File: src/rtl/bwr_pkg.sv
package bwr_pkg;

  typedef logic signed [2:0] level_t;

  typedef struct packed {
    logic       en;
    logic [1:0] sym;
    logic [2:0] gain;
    logic       loop;
  } ctrl_t;

  localparam logic [2:0] GAIN_RESERVED = 3'b111;

  // Gray-style four-level mapping; the bit order is fixed by the line code
  function automatic level_t map_symbol(input logic [1:0] s);
    level_t r;
    unique case (s)
      2'b00:   r = -3'sd3;
      2'b01:   r = -3'sd1;
      2'b11:   r = 3'sd1;
      default: r = 3'sd3;
    endcase
    return r;
  endfunction

endpackage

File: src/rtl/bwr_baud_sync.sv
module bwr_baud_sync #(
  parameter int STAGES = 2
) (
  input  logic clk,
  input  logic rst_n,
  input  logic baud_i,
  output logic fall_o
);
  // chain[0..STAGES-1]: synchroniser, chain[STAGES]: edge-detect history
  logic [STAGES:0] chain;

  always_ff @(posedge clk) begin
    if (!rst_n) chain <= '1;
    else        chain <= {chain[STAGES-1:0], baud_i};
  end

  assign fall_o = chain[STAGES] & ~chain[STAGES-1];

endmodule

File: src/rtl/bwr_slot_ctr.sv
module bwr_slot_ctr #(
  parameter int SLOTS = 48,
  parameter int LIVE  = 16
) (
  input  logic clk,
  input  logic rst_n,
  input  logic fall_i,
  output logic take_o,
  output logic last_o,
  output logic err_o
);
  localparam int PW = $clog2(SLOTS);
  localparam logic [PW-1:0] LAST_SLOT = PW'(SLOTS - 1);
  localparam logic [PW-1:0] LAST_LIVE = PW'(LIVE - 1);
  localparam logic [PW-1:0] LIVE_END  = PW'(LIVE);

  logic [PW-1:0] pos;      // slot index of the next sample
  logic          locked;
  logic          miss, early;

  assign miss   = locked && !fall_i && (pos == '0);
  assign early  = locked && fall_i && (pos != '0);
  assign take_o = fall_i || (locked && (pos != '0) && (pos < LIVE_END));
  assign last_o = !fall_i && locked && (pos == LAST_LIVE);

  always_ff @(posedge clk) begin
    if (!rst_n) begin
      pos    <= '0;
      locked <= 1'b0;
      err_o  <= 1'b0;
    end else begin
      err_o <= miss | early;
      if (fall_i) begin
        pos    <= PW'(1);
        locked <= 1'b1;
      end else if (miss) begin
        pos    <= '0;
        locked <= 1'b0;
      end else if (locked) begin
        pos <= (pos == LAST_SLOT) ? '0 : pos + PW'(1);
      end
    end
  end

endmodule

File: src/rtl/bwr_shift.sv
module bwr_shift #(
  parameter int W = 16
) (
  input  logic         clk,
  input  logic         rst_n,
  input  logic         take_i,
  input  logic         d_i,
  output logic [W-1:0] word_o
);
  logic [W-2:0] sh;

  always_ff @(posedge clk) begin
    if (!rst_n)      sh <= '0;
    else if (take_i) sh <= {sh[W-3:0], d_i};
  end

  // word as it stands once the bit now on the line is included
  assign word_o = {sh, d_i};

endmodule

File: src/rtl/baud_word_rx.sv
module baud_word_rx
  import bwr_pkg::*;
#(
  parameter int FRAME_SLOTS = 48,
  parameter int WORD_BITS   = 16,
  parameter int SYNC_STAGES = 2
) (
  input  logic       clk,
  input  logic       rst_n,
  input  logic       baud_i,
  input  logic       sdata_i,
  output logic       sym_valid_o,
  output logic [2:0] sym_level_o,
  output logic       tx_en_o,
  output logic [2:0] gain_code_o,
  output logic       loop_o,
  output logic       frame_err_o
);
  localparam int CTRL_BITS = $bits(ctrl_t);
  localparam int CTRL_LO   = WORD_BITS - CTRL_BITS;

  logic                 fall, take, last;
  logic [WORD_BITS-1:0] word;
  ctrl_t                ctrl;

  bwr_baud_sync #(.STAGES(SYNC_STAGES)) u_sync (
    .clk(clk), .rst_n(rst_n), .baud_i(baud_i), .fall_o(fall)
  );

  bwr_slot_ctr #(.SLOTS(FRAME_SLOTS), .LIVE(WORD_BITS)) u_ctr (
    .clk(clk), .rst_n(rst_n), .fall_i(fall),
    .take_o(take), .last_o(last), .err_o(frame_err_o)
  );

  bwr_shift #(.W(WORD_BITS)) u_shift (
    .clk(clk), .rst_n(rst_n), .take_i(take), .d_i(sdata_i), .word_o(word)
  );

  // control fields sit at the top of the word; the spare bits below are dropped
  assign ctrl = ctrl_t'(word[WORD_BITS-1:CTRL_LO]);

  always_ff @(posedge clk) begin
    if (!rst_n) begin
      sym_valid_o <= 1'b0;
      sym_level_o <= '0;
      tx_en_o     <= 1'b0;
      gain_code_o <= '0;
      loop_o      <= 1'b0;
    end else begin
      sym_valid_o <= last;
      if (last) begin
        tx_en_o     <= ctrl.en;
        sym_level_o <= ctrl.en ? map_symbol(ctrl.sym) : '0;
        loop_o      <= ctrl.loop;
        if (ctrl.gain != GAIN_RESERVED) gain_code_o <= ctrl.gain;
      end
    end
  end

endmodule

File: config.mk
export PLATFORM = sky130hd
export DESIGN_NAME = baud_word_rx
export DESIGN_NICKNAME = d
export VERILOG_FILES = /design/src/rtl/bwr_pkg.sv /design/src/rtl/bwr_baud_sync.sv /design/src/rtl/bwr_slot_ctr.sv /design/src/rtl/bwr_shift.sv /design/src/rtl/baud_word_rx.sv
export SDC_FILE = /design/constraint.sdc
export NUM_CORES = 1
export LEC_CHECK = 0
export ABC_CLOCK_PERIOD_IN_PS = 5950
export BUFFER_PORTS_ARGS = -buffer_cell sky130_fd_sc_hd__buf_2
export CORE_MARGIN = 3
export CORE_UTILIZATION = 55
export CTS_CLUSTER_DIAMETER = 150
export CTS_CLUSTER_SIZE = 14
export DETAILED_ROUTE_END_ITERATION = 8
export GPL_ROUTABILITY_DRIVEN = 0
export PLACE_DENSITY = 0.72
export SETUP_SLACK_MARGIN = 0.4
export SLEW_MARGIN = 10
export SYNTH_ARGS = -nofsm -noshare
export SYNTH_HDL_FRONTEND = slang
export SYNTH_SLANG_ARGS = --single-unit
File: constraint.sdc
create_clock -name clk -period 5.95 [get_ports clk]
set_input_delay 0.595 -clock clk [delete_from_list [all_inputs] [get_ports clk]]
set_output_delay 0.595 -clock clk [all_outputs]
set_load 0.05 [all_outputs]
---- After elaboration in Yosys (flattened, before gate mapping) ----
Index checks and enable logic that the tools add are counted.
operators by class
  $add $sub $neg .......................... 1
  magnitude comparators ................... 1
  eq/ne operators ......................... 5
  mux-type cells .......................... 8
  bitwise logic cells ..................... 4
  reduce and logical (&&, ||, !) cells .... 16
operator list
  kind                   count
  $pmux W3 S3            1
  $logic_and A1 B1 Y1    7
  $add A6 B1 Y6 const B  1
  $eq A6 B4 Y1 const B   1
  $eq A6 B6 Y1 const B   1
  $logic_not A6 Y1       1
  $lt A6 B5 Y1 const B   1
  $mux W6                1
  $reduce_bool A6 Y1     1
  $mux W1                5
  $mux W3                1
  $ne A3 B3 Y1 const B   1
  $reduce_bool A3 Y1     1
  $reduce_or A3 Y1       1
  $eq A2 B1 Y1 const B   1
  $eq A2 B2 Y1 const B   1
  $logic_not A2 Y1       1
  $not A1 Y1             2
  $reduce_and A2 Y1      1
  $reduce_bool A2 Y1     1
  $and A1 B1 Y1          1
  $logic_not A1 Y1       1
  $logic_or A1 B1 Y1     1
  $or A1 B1 Y1           1
storage, ports and cells
  bits in registers ....................... 35
  input bits .............................. 4
  output and inout port bits .............. 10
  logic and storage cells ................. 46

---- Longest topological paths before layout ----
  depth after elaboration ................. 7
  depth in mapped cells ................... 7
  depth with buffers taken out ............ 6

---- Modules after synthesis ----
From an unflattened synthesis, not the netlist that was laid out.
second synthesis, totals
  cell total of the unflattened synthesis .. 143
  area total of the unflattened synthesis .. 1,493.9 um^2
by module, submodules not included
  module         times used  cells an instance  area each (um^2)  sequential area each (um^2)
  bwr_shift      1           49                 586.8             300.3
  bwr_slot_ctr   1           52                 449.2             160.2
  baud_word_rx   1           35                 372.9             160.2
  bwr_baud_sync  1           7                  85.1              60.1

---- Worst setup path after synthesis ----
OpenSTA, ideal clock, no wires.
  kind .................................... reg-to-reg
  start ................................... reg u_ctr.pos[0]
  end ..................................... reg sym_level_o[2]
  setup time .............................. 71 ps
  arrival ................................. 1,850 ps
  required time ........................... 5,879 ps
  slack ................................... 4,029 ps
  cell stages (with the launch flop) ...... 7
  path buffers ............................ 1
  period minus slack after synthesis ...... 1,921 ps
  cell sequence ........................... dfxtp_1 -> ha_1 -> nand4_2 -> or4_4 -> buf_6 -> or4b_1 -> a21oi_1
on the way
  longest elaborated chain between the ends .. 2
RTL lines
  item                    RTL line            source
  from (decl)             bwr_slot_ctr.sv:17  logic [PW-1:0] pos;
  from (signal assigned)  bwr_slot_ctr.sv:40  pos <= (pos == LAST_SLOT) ? '0 : pos + PW'(1);
  $eq A6 B4 Y1            bwr_slot_ctr.sv:24  assign last_o = !fall_i && locked && (pos == LAST_LIVE);
  $logic_and A1 B1 Y1     bwr_slot_ctr.sv:24
  to (signal assigned)    baud_word_rx.sv:53  sym_level_o <= ctrl.en ? map_symbol(ctrl.sym) : '0;
  to (decl)               baud_word_rx.sv:13  output logic [2:0] sym_level_o,
No other way between the ends.
A chain may end at the register's enable or synchronous reset.

---- Final worst setup path ----
  start ................................... reg u_ctr.pos[0]
  end ..................................... reg u_shift.sh[0]
on the way
  longest elaborated chain between the ends .. 4
  elaborated cells between the ends (all ways) .. 5
  those cells by class .................... 1 x order compare; 4 x reduce/logical
RTL lines
  item                                                  RTL line            source
  branches (longest 2 deep; another with $lt A6 B5 Y1)  --
  $logic_and A1 B1 Y1 *                                 bwr_slot_ctr.sv:23  assign take_o = fall_i || (locked && (pos != '0) && (pos < LIVE_END));
  $logic_or A1 B1 Y1 *                                  bwr_slot_ctr.sv:23
  to (signal assigned)                                  bwr_shift.sv:14     else if (take_i) sh <= {sh[W-3:0], d_i};
  to (decl)                                             bwr_shift.sv:10     logic [W-2:0] sh;
Every way passes the cells marked *.

==> metrics.txt <==
post-synthesis sequential area ratio=between 40% and 50%; Critical Path Start Type=flop; Skew-Pair Late Insertion Delay=~330 ps; mapped cell area=0.00139 mm^2; Initial Util=between 60% and 70%; status=finished, final reports clean; vias per cell=5.51; clock power share=33.4%; initial DRC count=25; Mean Syn Cell Area=between 8 and 9 um^2; DRT Wirelength=2.24 mm; First-pass DRT Iterations=4; Sum Neg Setup Slack=0 ps; fillers=between 200 and 250; Fin. Hold Viols=0; ys flop type=dfxtp_1; worst-path cell chain=inv_1 -> ha_1 -> or3b_2 -> a31oi_2 -> o21ai_0; Cells after Synth=155; Slew Viols, Final=0; RSZ-0062 raised after global routing=false; ANT nets after route=0; area delta synth->final=6.68%; Hold WC Path Type=flop to flop; vias in the first global route=964; Avg WL per Cell=11.8 um; Multi-input gate area=approximately 620 um^2; worst hold slack=416 ps; Slew headroom=27.1%; Worst setup EP type=flop; Worst path slowest cell=a31oi_2; Max Clk Rate=about 0.43 GHz; Pwr per Cell Area=249 mW/mm^2; initial antenna violation count=0; Async SR Flop Fraction=0%; synth warn=0; I/O pin total=14; crit path DAT=around 2500 ps; DIE AREA=about 0.0032 mm^2; TritonCTS Buffers=5; Final WS setup=between 3000 and 4000 ps; Net Switching=0.0000815 W; Seq cells post-synth=34; Core Region=0.00230 mm^2; vias=1046; Root Buffer=clkbuf_4; Yosys cell types=32; Num Clock Sinks=34; placed wire-length estimate=1.54 mm; IO buf count=13; # H-tree levels=2; pin count of the biggest net entering global routing=36; Worst EP required=a little over 6000 ps; Worst VDD drop=149 uV; synthesized net count=164; WS Path Type=flop to flop; fin nets=172; placed instance area=0.00143 mm^2; first-pass GRT wire length=4.13 mm; die height=approximately 56 um; Sw Ratio=22.1%; total global-route track usage=16.7%; crit-path max FO=30; CTS Hold Buffers Added=0; pin slew with the least headroom to its limit=1090 ps; sequential share of power=62.6%; Resize count post-CTS=0; # DRC=0; Finished Core Util=around 64%; slowest cell delay on critical path=890 ps; clk buf depth=2; Int Pwr=around 0.00029 W; clk_skew=4.42 ps; FF+latch area=681 um^2; GRT overflow=0; row cnt=17; pre-CTS WS=3620 ps; # diodes=0; Die Wd=around 56 um; CTS tree=done; postcts setup bufs=0; leakage power=0.586 nW; final instance area=0.00148 mm^2; fin crit share=38.7%; Final Critical Period=2300 ps; Clock Pin Slew Worst Setup and Hold Paths=90 ps; share of power burned in combinational logic=4.1%; fraction of layout cells with a size suffix above 1=16.7%; final setup violation count=0; Max Cap Viol=0; number of flops mapped to enable cells by yosys=0
[cell usage in the layout (no fill, tap or decap), types with 5 or more instances in the layout]
cell and count:
nand2_1 20, nor2_1 10, o21ai_0 13, inv_1 6, nand3_1 15, ha_1 5, dfxtp_1 34, a21oi_1 6
buf_2 13, clkbuf_4 5
[flip-flops by register name, summed over array words and instances, names as in the netlist]
register      flops
loop_o            1
u_sync.chain      3
sym_level_o       3
sym_valid_o       1
u_ctr.pos         6
u_shift.sh       15
u_ctr.locked      1
gain_code_o       3
u_ctr.err_o       1
[kinds of logic after synthesis]
kind of cell	count (synthesis)	synth area share [%]
xor+xnor	4	2.53
buf+inv	18	6.32
flops	34	49.1
simple gates	64	23.4
fa+ha+maj	5	4.51
compound gates	27	12.0
mux	3	2.17
[routing by layer]
metal / global-route usage (%) / part of all wire (%) / up-vias
li1: - / - / 543
met1: 20.7 / 49 / 474
met2: 24.9 / 43 / 24
met3: 7.66 / 5.8 / 5
met4: 7.12 / 2.1 / 0
met5: 0 / 0 / -
[per-stage QoR]
| step | cells | power [W] |
|---|---|---|
| 3_3_place_gp | 184 | 0.000250 |
| 3_5_place_dp | 184 | 0.000251 |
| 4_1_cts | 190 | 0.000373 |
| 6_report | 190 | 0.000368 |
| 5_1_grt | 190 | 0.000387 |
| 2_1_floorplan | 155 | 0.000249 |
[Yosys cell counts, types with 2 or more instances]
cell type / number / area (um^2)
o221a_2: 3 / 33.8
nand4_1: 3 / 18.8
clkbuf_1: 8 / 30.0
dfxtp_1: 34 / 681
mux2i_1: 3 / 30.0
nor2_1: 10 / 37.5
buf_6: 2 / 22.5
o21ai_0: 13 / 65.1
nand2_1: 20 / 75.1
nor2b_1: 2 / 12.5
xor2_1: 3 / 26.3
nand2b_1: 3 / 18.8
ha_1: 5 / 62.6
a21oi_1: 6 / 30.0
nor3_1: 2 / 10.0
inv_1: 6 / 22.5
nand3_1: 15 / 75.1
o31ai_1: 2 / 15.0
a31oi_1: 2 / 12.5
[critical path: cells and delay by family (launching register included)]
family | cells | cell delay, ps
buf+inv | 1 | 80
fa+ha+maj | 1 | 150
flops | 1 | 340
compound gates | 2 | 1120
simple gates | 1 | 450
[worst paths after layout]
path | startpoint | to | slack [ps] | depth (start not counted)
worst max register to register | u_ctr.pos[0] | u_shift.sh[0] | 3650 | 5
worst min register to register | u_sync.chain[0] | u_sync.chain[1] | 420 | 1
worst max-delay path | u_ctr.pos[0] | u_shift.sh[0] | 3650 | 5
worst min-delay path | u_sync.chain[0] | u_sync.chain[1] | 420 | 1
[power groups by stage]
stage	logic, W	registers (W)	clock network [W]
6_report	0.0000149	0.000231	0.000123
5_1_grt	0.0000171	0.000231	0.000139
4_1_cts	0.0000150	0.000231	0.000127
3_5_place_dp	0.0000149	0.000236	0
3_3_place_gp	0.0000145	0.000236	0
2_1_floorplan	0.0000134	0.000236	0
[area by class of cell]
class	instances	area share (%)
flip-flops and latches	34	46.0
well taps	28	2.37
repair buffers	13	4.40
clock buffers	6	3.47
inverters	6	1.52
multi-input cells	103	42.2
No activity file was read; power rests on OpenSTA's default activity.
